--- config.mk ---
export PLATFORM = sky130hd
export DESIGN_NAME = tred_sched
export DESIGN_NICKNAME = d
export VERILOG_FILES = /design/src/rtl/tred_pkg.sv /design/src/rtl/tred_ctrl.sv /design/src/rtl/tred_datapath.sv /design/src/rtl/tred_sched.sv
export SDC_FILE = /design/constraint.sdc
export NUM_CORES = 1
export LEC_CHECK = 0
export BUFFER_PORTS_ARGS = -buffer_cell sky130_fd_sc_hd__buf_2
export CAP_MARGIN = 10
export CORE_UTILIZATION = 25
export DETAILED_ROUTE_END_ITERATION = 12
export GPL_TIMING_DRIVEN = 1
export HOLD_SLACK_MARGIN = 0.02
export PLACE_DENSITY_LB_ADDON = 0.12
export REMOVE_ABC_BUFFERS = 1
export SLEW_MARGIN = 20
export SYNTH_ARGS = -nofsm -noshare
export SYNTH_HDL_FRONTEND = slang
export SYNTH_SLANG_ARGS = --single-unit
--- constraint.sdc ---
create_clock -name clk -period 7.5 [get_ports clk]
set_input_delay 0.375 -clock clk [delete_from_list [all_inputs] [get_ports clk]]
set_output_delay 0.375 -clock clk [all_outputs]
set_load 0.02 [all_outputs]
--- src/rtl/tred_pkg.sv ---
package tred_pkg;

  // Strobes sent from the control FSM to the datapath.
  typedef struct packed {
    logic load;     // capture length and flags, reset the walk
    logic advance;  // current pair taken by the consumer
  } tred_strobe_t;

  // Walk position reported from the datapath back to the control.
  typedef struct packed {
    logic lastInPass;  // the current pair is the last one of its pass
    logic lastPass;    // the current pass is the final one
  } tred_status_t;

  typedef enum logic [1:0] {
    ST_IDLE = 2'd0,
    ST_RUN  = 2'd1,
    ST_DONE = 2'd2
  } tred_state_t;

endpackage

--- src/rtl/tred_ctrl.sv ---
module tred_ctrl
  import tred_pkg::*;
(
  input  logic         clk,
  input  logic         rstN,
  input  logic         start,
  input  logic         shortLen,
  input  logic         outReady,
  input  tred_status_t status,
  output tred_strobe_t strobe,
  output logic         outValid,
  output logic         done,
  output logic         idle
);

  tred_state_t stateQ, stateD;

  always_comb begin
    idle           = (stateQ == ST_IDLE);
    outValid       = (stateQ == ST_RUN);
    done           = (stateQ == ST_DONE);
    strobe.load    = idle && start;
    strobe.advance = outValid && outReady;
  end

  always_comb begin
    stateD = stateQ;
    unique case (stateQ)
      ST_IDLE: begin
        if (start) begin
          stateD = shortLen ? ST_DONE : ST_RUN;
        end
      end
      ST_RUN: begin
        if (outReady && status.lastInPass && status.lastPass) begin
          stateD = ST_DONE;
        end
      end
      ST_DONE: stateD = ST_IDLE;
      default: stateD = ST_IDLE;
    endcase
  end

  always_ff @(posedge clk or negedge rstN) begin
    if (!rstN) begin
      stateQ <= ST_IDLE;
    end else begin
      stateQ <= stateD;
    end
  end

endmodule

--- src/rtl/tred_datapath.sv ---
module tred_datapath
  import tred_pkg::*;
#(
  parameter int IDX_W = 7
) (
  input  logic             clk,
  input  logic             rstN,
  input  tred_strobe_t     strobe,
  input  logic [IDX_W:0]   lenIn,
  input  logic             revIn,
  input  logic             halveIn,
  input  logic             pickRightIn,
  output logic             shortLen,
  output tred_status_t     status,
  output logic [IDX_W-1:0] outIndex
);

  localparam int LEN_W = IDX_W + 1;
  localparam int AW    = IDX_W + 2;
  localparam logic [LEN_W-1:0] MAX_N = LEN_W'(1) << IDX_W;

  // Smallest power of two p such that 2*p >= n (first half-step when halving).
  function automatic logic [IDX_W-1:0] firstHalf(input logic [LEN_W-1:0] n);
    logic [IDX_W-1:0] p;
    p = IDX_W'(1) << (IDX_W - 1);
    for (int k = IDX_W - 1; k >= 0; k--) begin
      if ((32'd2 << k) >= 32'(n)) begin
        p = IDX_W'(32'd1 << k);
      end
    end
    return p;
  endfunction

  logic [LEN_W-1:0] effLen;
  logic [LEN_W-1:0] lenQ;
  logic [IDX_W-1:0] lastQ;
  logic [IDX_W-1:0] baseQ;
  logic [IDX_W-1:0] halfQ;
  logic             revQ, halveQ, pickQ;

  logic [AW-1:0]    nextPairRight;
  logic [IDX_W-1:0] leftRaw, rightRaw, sideRaw;

  always_comb begin
    effLen   = (lenIn > MAX_N) ? MAX_N : lenIn;
    shortLen = (effLen < LEN_W'(2));
  end

  // Right index of the pair that would follow in this pass: base + step + half.
  always_comb begin
    nextPairRight = {2'b00, baseQ} + {1'b0, halfQ, 1'b0} + {2'b00, halfQ};
    status.lastInPass = (nextPairRight >= {1'b0, lenQ});
    if (halveQ) begin
      status.lastPass = (halfQ == IDX_W'(1));
    end else begin
      status.lastPass = ({halfQ, 1'b0} >= lenQ);
    end
  end

  always_comb begin
    leftRaw  = baseQ;
    rightRaw = baseQ + halfQ;
    sideRaw  = pickQ ? rightRaw : leftRaw;
    outIndex = revQ ? (lastQ - sideRaw) : sideRaw;
  end

  always_ff @(posedge clk or negedge rstN) begin
    if (!rstN) begin
      lenQ   <= '0;
      lastQ  <= '0;
      baseQ  <= '0;
      halfQ  <= IDX_W'(1);
      revQ   <= 1'b0;
      halveQ <= 1'b0;
      pickQ  <= 1'b0;
    end else if (strobe.load) begin
      lenQ   <= effLen;
      lastQ  <= IDX_W'(effLen - LEN_W'(1));
      baseQ  <= '0;
      halfQ  <= halveIn ? firstHalf(effLen) : IDX_W'(1);
      revQ   <= revIn;
      halveQ <= halveIn;
      pickQ  <= pickRightIn;
    end else if (strobe.advance) begin
      if (status.lastInPass) begin
        baseQ <= '0;
        halfQ <= halveQ ? (halfQ >> 1) : (halfQ << 1);
      end else begin
        baseQ <= IDX_W'(baseQ + {halfQ, 1'b0});
      end
    end
  end

endmodule

--- src/rtl/tred_sched.sv ---
module tred_sched
  import tred_pkg::*;
#(
  parameter int IDX_W = 7
) (
  input  logic             clk,
  input  logic             rstN,
  input  logic             start,
  input  logic [IDX_W:0]   len,
  input  logic             revOrder,
  input  logic             halveStep,
  input  logic             pickRight,
  output logic             outValid,
  input  logic             outReady,
  output logic [IDX_W-1:0] outIndex,
  output logic             done
);

  tred_strobe_t strobe;
  tred_status_t status;
  logic         shortLen;
  logic         idle;

  tred_ctrl u_ctrl (
    .clk      (clk),
    .rstN     (rstN),
    .start    (start),
    .shortLen (shortLen),
    .outReady (outReady),
    .status   (status),
    .strobe   (strobe),
    .outValid (outValid),
    .done     (done),
    .idle     (idle)
  );

  tred_datapath #(.IDX_W(IDX_W)) u_dp (
    .clk         (clk),
    .rstN        (rstN),
    .strobe      (strobe),
    .lenIn       (len),
    .revIn       (revOrder),
    .halveIn     (halveStep),
    .pickRightIn (pickRight),
    .shortLen    (shortLen),
    .status      (status),
    .outIndex    (outIndex)
  );

endmodule

==> results of run 1 <==
## power by group
part           total, mW  leakage, nW  switching (mW)  internal [mW]
registers          0.382        0.420           0.129          0.253
clock network      0.202       0.0696          0.0803          0.122
logic               1.14         1.29           0.655          0.482
total               1.72         1.78           0.864          0.857
## stage by stage
stage               power (mW)  area, sq um  std cells
global route             1.904         3761        571
floorplan                1.203         3288        368
detailed placement       1.530         3618        563
finish                   1.720         3761        571
CTS                      1.745         3761        571
global placement         1.520         3618        563
## path summary, 6_finish.rpt
check / start / end / slack (ps) / cells after the start
setup / recovery: u_dp.halfQ[2] / outIndex[6] / 3510 / 14
setup reg to reg: u_dp.halfQ[1] / u_dp.halfQ[2] / 3540 / 15
hold / removal: rstN / u_dp.baseQ[4] / 190 / 1
min in group clk: revOrder / u_dp.revQ / 290 / 3
max in group asynchronous: rstN / u_dp.lenQ[1] / 6800 / 1
hold reg to reg: u_dp.lenQ[4] / u_dp.lenQ[4] / 490 / 2
## layout by cell type (no fill, tap or decap), types with 3 or more instances in the layout
master / count
nand2_1: 45
ha_1: 45
o21ai_0: 32
dfrtp_1: 32
inv_1: 30
buf_2: 23
nor2_1: 17
a21oi_1: 17
xnor2_1: 14
nor2b_1: 11
mux2i_1: 11
fa_1: 10
a21o_1: 9
nand2b_1: 7
a211oi_1: 7
nor3_1: 6
o21a_1: 5
xor2_1: 5
mux2_4: 5
clkbuf_16: 5
o211ai_1: 4
nand3_1: 4
o21bai_1: 3
or3_1: 3
and2_1: 3
a31oi_1: 3
o32ai_1: 3
## per-layer routing
metal | share of wire [%] | routed length, microns
met1 | 54 | 4793
met2 | 44 | 3923
met3 | 2.2 | 200
met4 | 0.35 | 31
met5 | 0 | 0
## flip-flops by register name, indices dropped and copies added, names as in the netlist
name and cells:
u_ctrl.stateQ 2, u_dp.halfQ 7, u_dp.baseQ 6, u_dp.lenQ 8, u_dp.lastQ 7, u_dp.pickQ 1, u_dp.revQ 1, u_dp.halveQ 1
## final cells by class
class / instances / area (sq um) / share of cell area (%)
clock buffers: 5 / 125.1 / 3.327
flip-flops and latches: 33 / 827.0 / 21.99
repair buffers: 23 / 115.1 / 3.061
inverters: 30 / 112.6 / 2.994
well taps: 172 / 215.2 / 5.722
multi-input cells: 305 / 2349 / 62.44
clock inverters: 3 / 17.52 / 0.4657
## cell families after synthesis
logic type               synth area share, %
AND/OR/NAND/NOR                        16.06
adder cells (fa/ha/maj)                22.79
multiplexers                           5.529
AO/OA/AOI/OAI                          20.55
flip-flops                             24.69
XOR/XNOR                               4.968
other                                 0.2242
buffers and inverters                  5.192
==> out/qor.yml, run 1 <==
cells_and_area:
  diodes: 0
  nNetsFinal: 468
  drive_gt1_share_pct: 10.78
  synthToLayoutAreaGrowth_pct: 12.29
  fin_util_pct: 29.33
  fill_cells: 1414
critical_path:
  critPathArrivalTime_ps: 3620
  cp-end-kind: "output port"
  path_max_fanout: 8
  cp.required_ps: 7120
  crit_chain: "ha_1 > a21o_1 > a21o_1 > a21oi_1 > xnor2_1 > nand2_1 > a21boi_0 > ha_1 > nand3_1 > or3_1 > nand4_1 > xor2_1 > xnor2_1 > buf_2"
  setup.worst_path.class: "reg -> out"
  cp_top_family: "adder cells"
  cp-start-kind: "flip-flop"
  worst_path_max_delay_cell: "dfrtp_1"
  path_buf_inv: 1
  max_stage_delay_ps: 600
yosys:
  synth_ff_type: "dfrtp_1"
  ys_ff_latch: 33
  seq_area_frac_synth_pct: 24.69
  synthCells: 382
  synthTopCellsByArea: "dfrtp_1 24%, ha_1 17%, fa_1 6.0%"
  synth_top_area_share_pct: 23.91
  yosysWarnings: 0
  synth_top_cell_by_area: "dfrtp_1"
  synth_area_per_cell_sq_um: 8.768
  synth_commonest_cells: "45 x ha_1, 45 x nand2_1, 32 x dfrtp_1, 32 x o21ai_0, 30 x inv_1"
  synth_area_sq_um: 3349
  ys_types: 57
  synth-async-reset-ratio_pct: 100.0
  synth-edff-count: 0
power:
  peakVddDrop_mv: 0.1647
  powerDensity_nw_per_um2: 457.4
  leakage_nw: 1.776
placement:
  place_ws_ps: 3530
  dp_hpwl_microns: 7051
  gp_routability_congestion: 0.8068
  port_buffers: 23
clocking:
  clock_latency_ps: 280
  cts_made_buffers: 5
  ctsResizeCount: 0
  cts-root-buf: "clkbuf_16"
  holdBufCountCts: 0
  clockBufferDepth: 2
  cts_max_level: 2
  cts_tree: "done"
  numClockSinks: 33
  clk_pin_slew_ps: 60
  postCtsSetupBuffers: 0
global_routing:
  grtUsageMet3_pct: 2.616
  grt_busiest_layer: "met2"
  antenna_found_initial: 0
  grtUsageTotal_pct: 13.40
  grt_max_degree: 34
  grt_pass1_vias: 2634
  grt_pass1_wl_microns: 14590
  grt_use_met2_pct: 20.70
  overflow: 0
  grtUsageMet1_pct: 19.66
routing:
  drt-vias-per-instance: 4.701
  wl_per_cell_microns: 15.67
  ant_nets: 0
  dr.first_iter.drc_count: 124
  vias: 2684
  drc_errors: 0
  firstDrtPassIters: 4
  routed_wl_microns: 8948
floorplanning:
  die_w_microns: 117.8
  die_h_microns: 117.8
  rows: 41
  core_sq_um: 12820
  dieArea_sq_um: 13870
  initial_utilization_pct: 26.12
  pin_count: 24
timing:
  max_clock_freq_mhz: 250.5
  tns_ps: 0
  finalSetupViolCount: 0
  worst-slew-pin-transition_ps: 977.0
  clock_skew_ps: 2.609
  fin_crit_sh_pct: 53.22
  rsz0062_at_grt: "false"
  finalCriticalPeriod_ps: 3991
  fin_ws_ps: 3509
  hold_violations: 0
  timing.hold.ws_ps: 186.2
  max_slew_margin_pct: 34.87
  finalMaxSlewViolations: 0
run:
  cap_violations: 0
run_status:
  status: "finished, final reports clean"
min_path:
  hold_path_class: "in -> async"
No activity file was read; power rests on OpenSTA's default activity.
==> run 2, diff against run 1 <==
clock period = 3.95 ns   (was 7.5 ns; I/O delays follow)
==> out/qor.yml, run 2 (synthesized netlist as in run 1, its figures left out) <==
run_status:
  status: "finished with violations"
  violations: "negative hold slack"
power:
  peakVddDrop_mv: 0.3132
  powerDensity_nw_per_um2: 869.7
  p_sw_mw: 1.648
  leakage_nw: 1.847
  power_frac_seq_pct: 19.5
  p_comb_share_pct: 68.1
  swShare_pct: 48.71
  p_clk_share_pct: 12.4
  intPower_mw: 1.736
timing:
  max_slew_margin_pct: 46.93
  fin_crit_sh_pct: 95.53
  finalCriticalPeriod_ps: 3773
  hold_violations: 3
  finalSetupViolCount: 0
  worst-slew-pin-transition_ps: 796.0
  rsz0062_at_grt: "true"
  timing.hold.ws_ps: -7.907
  max_clock_freq_mhz: 265.0
  clock_skew_ps: 7.132
  finalMaxSlewViolations: 0
critical_path:
  path_max_fanout: 7
  setup.worst_path.class: "reg -> reg"
  cp-end-kind: "flip-flop"
  cp-start-kind: "flip-flop"
  cp-startpoint: "u_dp.halfQ[2]"
  cp.required_ps: 4110
  critPathArrivalTime_ps: 3940
  r2r_cells: 15
  rr_startpoint: "u_dp.halfQ[2]"
run:
  cap_violations: 0
clocking:
  clockBufferDepth: 2
  cts_tree: "done"
  cts_max_level: 2
  clock_latency_ps: 280
  cts-root-buf: "clkbuf_16"
  numClockSinks: 33
  holdBufCountCts: 0
  clk_pin_slew_ps: 60
  cts_made_buffers: 5
cells_and_area:
  layout_common_cells: "45 x nand2_1, 44 x ha_1, 32 x o21ai_0"
  drive_gt1_share_pct: 14.88
  fill_cells: 1378
  multi_input_area_sq_um: 2380
  final_common_cell: "nand2_1"
  top_regs: "u_dp.lenQ: 8 flops, u_dp.halfQ: 7 flops, u_dp.lastQ: 7 flops"
  diodes: 0
  top_register: "u_dp.lenQ"
  synthToLayoutAreaGrowth_pct: 16.17
  final_cells: 582
  fin_util_pct: 30.34
  largest_reg_flops: 8
  seq_area_sq_um: 828.3
  nNetsFinal: 479
routing:
  wl_per_cell_microns: 15.71
  routed_wl_microns: 9141
  firstDrtPassIters: 4
  vias: 2737
  dr.first_iter.drc_count: 127
  ant_nets: 0
  drt-vias-per-instance: 4.703
  drc_errors: 0
global_routing:
  grt_pass1_wl_microns: 14840
  grt_max_degree: 34
  grtUsageMet3_pct: 2.035
  antenna_found_initial: 0
  grtUsageTotal_pct: 13.81
  grt_busiest_layer: "met2"
  overflow: 0
  grt_use_met2_pct: 21.51
  grtUsageMet1_pct: 19.93
  grt_pass1_vias: 2686
floorplanning:
  pin_count: 24
  die_w_microns: 117.8
  rows: 41
  die_h_microns: 117.8
  dieArea_sq_um: 13870
  initial_utilization_pct: 26.12
  core_sq_um: 12820
placement:
  port_buffers: 23
  gp_routability_congestion: 0.7757
  dp_hpwl_microns: 7291
  dp.cells: 574
min_path:
  hold_path_class: "in -> async"
## run 2: cell types whose count changed in the layout (fill, tap and decap cells not counted), sizes merged
cell      previous run  this run
clkinv               2         1
clkbuf               5         7
clkinvlp             1         0
buf                 23        34
## run 2: critical path, cell delays in order (launching register included)
cell and delay (ps):
dfrtp_2 450, fa_1 560, inv_1 70, fa_1 460
nor2b_1 140, o21a_1 120, nor2_1 50, o21bai_1 120
a21oi_1 90, xnor2_1 130, ha_1 180, a211oi_1 280
o221ai_2 190, a21oi_4 200, a21o_2 290, mux2_4 320
## run 2: path summary, 6_finish.rpt
check	end	slack, ps
max in group asynchronous	u_dp.halfQ[2]	3400
worst min-delay path	u_dp.baseQ[5]	-8
worst min register to register	u_dp.lenQ[6]	480
min in group clk	u_dp.revQ	110
worst max register to register	u_dp.halfQ[5]	180
worst max-delay path	u_dp.halfQ[5]	180
## run 2: cell type report
class                      instances  area share, %
multi-input combinational        305          61.16
tap                              172          5.531
inverter                          30          2.894
sequential                        33          21.29
clock buffer                       7          3.923
timing repair buffer              34          5.080
clock inverter                     1         0.1286
## run 2: what timing repair did
item | 4_1_cts | 5_1_grt
setup buffers | 0 | 0
resized for setup | 0 | 9
endpoints found under the setup margin | 0 | 7
## run 2: layer usage
layer | up-vias | share of wire (%)
met5 | - | 0
met3 | 7 | 2.6
met4 | 0 | 0.82
li1 | 1395 | -
met1 | 1302 | 52
met2 | 33 | 45
## run 2: per-stage QoR
step / hold WS (ps) / total power, mW / setup TNS (ps) / area (sq um) / setup WS, ps
after floorplan: -98.09 / 2.283 / 0 / 3288 / 331.9
after global placement: 340.0 / 2.916 / 0 / 3701 / 224.8
after detailed placement: 353.4 / 2.929 / 0 / 3701 / 84.16
after CTS: 46.34 / 3.379 / 0 / 3859 / 51.69
after global routing: 82.68 / 3.727 / -27.34 / 3891 / -27.34
final: -7.907 / 3.384 / 0 / 3891 / 176.5
## run 2: power groups by stage
stage | clock network, mW | registers, mW | logic [mW]
2_1_floorplan | 0 | 0.638 | 1.64
3_3_place_gp | 0 | 0.665 | 2.25
3_5_place_dp | 0 | 0.667 | 2.26
4_1_cts | 0.437 | 0.662 | 2.28
5_1_grt | 0.451 | 0.686 | 2.59
6_report | 0.419 | 0.662 | 2.30
==> run 3, diff against run 2 <==
clock period = 3.8 ns   (was 3.95 ns; I/O delays follow)
==> out/qor.yml, run 3 (synthesized netlist as in run 1, its figures left out) <==
critical_path:
  regToRegSetupSlack_ps: 290
  rr_startpoint: "u_dp.halfQ[2]"
  max_stage_delay_ps: 410
  setup.worst_path.class: "reg -> out"
  r2r_end: "u_dp.halfQ[6]"
  r2r_cells: 14
  cp-end-kind: "output port"
  crit_chain: "buf_6 > ha_4 > a21o_1 > a21o_1 > a21oi_2 > xnor2_1 > nand2_1 > a21boi_1 > ha_1 > nand3_1 > or3_1 > nand4_1 > xor2_1 > xnor2_1 > buf_4"
  cp-startpoint: "u_dp.halfQ[2]"
  critPathArrivalTime_ps: 3370
  worst_path_max_delay_cell: "dfrtp_1"
  cp-start-kind: "flip-flop"
  endpoint: "outIndex[6]"
  cp.required_ps: 3610
  path_max_fanout: 4
cells_and_area:
  layout_common_cells: "45 x nand2_1, 44 x ha_1, 32 x o21ai_0, 32 x dfrtp_1, 30 x inv_1"
  largest_reg_flops: 8
  drive_gt1_share_pct: 16.99
  diodes: 0
  final_common_cell: "nand2_1"
  top_regs: "u_dp.lenQ: 8 flops, u_dp.halfQ: 7 flops, u_dp.lastQ: 7 flops"
  nNetsFinal: 487
  synthToLayoutAreaGrowth_pct: 18.90
  fill_cells: 1386
  top_register: "u_dp.lenQ"
floorplanning:
  die_h_microns: 117.8
  pin_count: 24
  die_w_microns: 117.8
  core_sq_um: 12820
  rows: 41
  dieArea_sq_um: 13870
  initial_utilization_pct: 26.12
global_routing:
  grt_pass1_vias: 2777
  grtUsageTotal_pct: 14.27
  grt_max_degree: 34
  grt_pass1_wl_microns: 15280
  antenna_found_initial: 0
  overflow: 0
run_status:
  violations: "negative hold slack"
  status: "finished with violations"
min_path:
  hold_path_class: "in -> async"
routing:
  firstDrtPassIters: 4
  ant_nets: 0
  dr.first_iter.drc_count: 150
  vias: 2728
  drc_errors: 0
  routed_wl_microns: 9320
  wl_per_cell_microns: 15.80
  drt-vias-per-instance: 4.624
timing:
  finalSetupViolCount: 0
  rsz0062_at_grt: "false"
  clock_skew_ps: 5.300
  max_slew_margin_pct: 44.71
  finalCriticalPeriod_ps: 3564
  fin_ws_ps: 236.5
  fin_crit_sh_pct: 93.78
  finalMaxSlewViolations: 0
  tns_ps: 0
  max_clock_freq_mhz: 280.6
  timing.hold.ws_ps: -5.160
  worst-slew-pin-transition_ps: 829.4
  hold_violations: 4
clocking:
  cts-root-buf: "clkbuf_16"
  cts_max_level: 2
  clk_pin_slew_ps: 60
  cts_tree: "done"
  numClockSinks: 33
  cts_made_buffers: 5
  clockBufferDepth: 2
  clock_latency_ps: 290
placement:
  gp_routability_congestion: 0.7652
  dp_hpwl_microns: 7268
  place_ws_ps: 105.4
  port_buffers: 23
power:
  leakage_nw: 1.890
  peakVddDrop_mv: 0.2888
  powerDensity_nw_per_um2: 924.6
  p_total_mw: 3.682
run:
  cap_violations: 0
-- run 3: cell count changes in the layout (fill, tap and decap cells not counted), moves of 2 or more --
cell,before,now
a21oi_2,0,2
buf_4,11,19
buf_6,0,2
buf_2,23,21
a21oi_1,17,15
-- run 3: worst min-delay path by stage --
| stage | end | slack [ps] |
|---|---|---|
| after global placement | u_dp.baseQ[5] | 350 |
| after CTS | u_dp.baseQ[5] | 40 |
| after floorplan | u_ctrl.stateQ[0] | -110 |
| final | u_dp.baseQ[5] | -5 |
| after global routing | u_dp.baseQ[5] | 90 |
| after detailed placement | u_dp.baseQ[5] | 340 |
-- run 3: cell type report --
cell class                 count  area [sq um]  area share, %
multi-input combinational    305          2400          60.26
sequential                    33         827.0          20.77
timing repair buffer          42         270.3          6.786
tap                          172         215.2          5.404
clock buffer                   7         152.6          3.833
inverter                      30         112.6          2.828
clock inverter                 1         5.005         0.1257
-- run 3: timing repair --
item                                   4_1_cts  5_1_grt
setup buffers                                3        3
gates cloned                                 0        0
endpoints found under the hold margin        0        0
setup endpoints to repair                    1        9
pin swaps                                    3        8
gates resized for setup                      4       11
hold buffers                                 0        0
-- run 3: report_power, final --
group | switching [mW] | leakage (nW) | internal [mW] | total, mW
clock network | 0.167 | 0.0799 | 0.278 | 0.445
registers | 0.185 | 0.420 | 0.501 | 0.685
logic | 1.42 | 1.39 | 1.13 | 2.55
-- run 3: per-layer routing --
metal	track usage [%]	share of wire (%)	routed length, microns
met1	20.43	52	4842
met2	22.35	44	4147
met3	2.907	3.0	280
met4	2.163	0.53	49
met5	0	0	0
-- run 3: worst max-delay path: cells and delay by family, from the launching register on --
kind	cells	cell delay (ps)
adders and majority gates	2	610
buffers and inverters	2	300
DFF	1	410
and+or+nand+nor	4	620
AOI/OAI and AO/OA	4	670
xor gates and xnor gates	3	490
-- run 3: through the flow --
stage          instances  cell area, sq um  hold WS [ps]  utilization (%)
6_report             590              3983        -5.160            31.05
5_1_grt              590              3983         90.30            31.05
3_3_place_gp         576              3716         345.0            28.98
2_1_floorplan        368              3288        -105.6                -
3_5_place_dp         576              3716         340.4            28.98
4_1_cts              587              3921         40.94            30.58
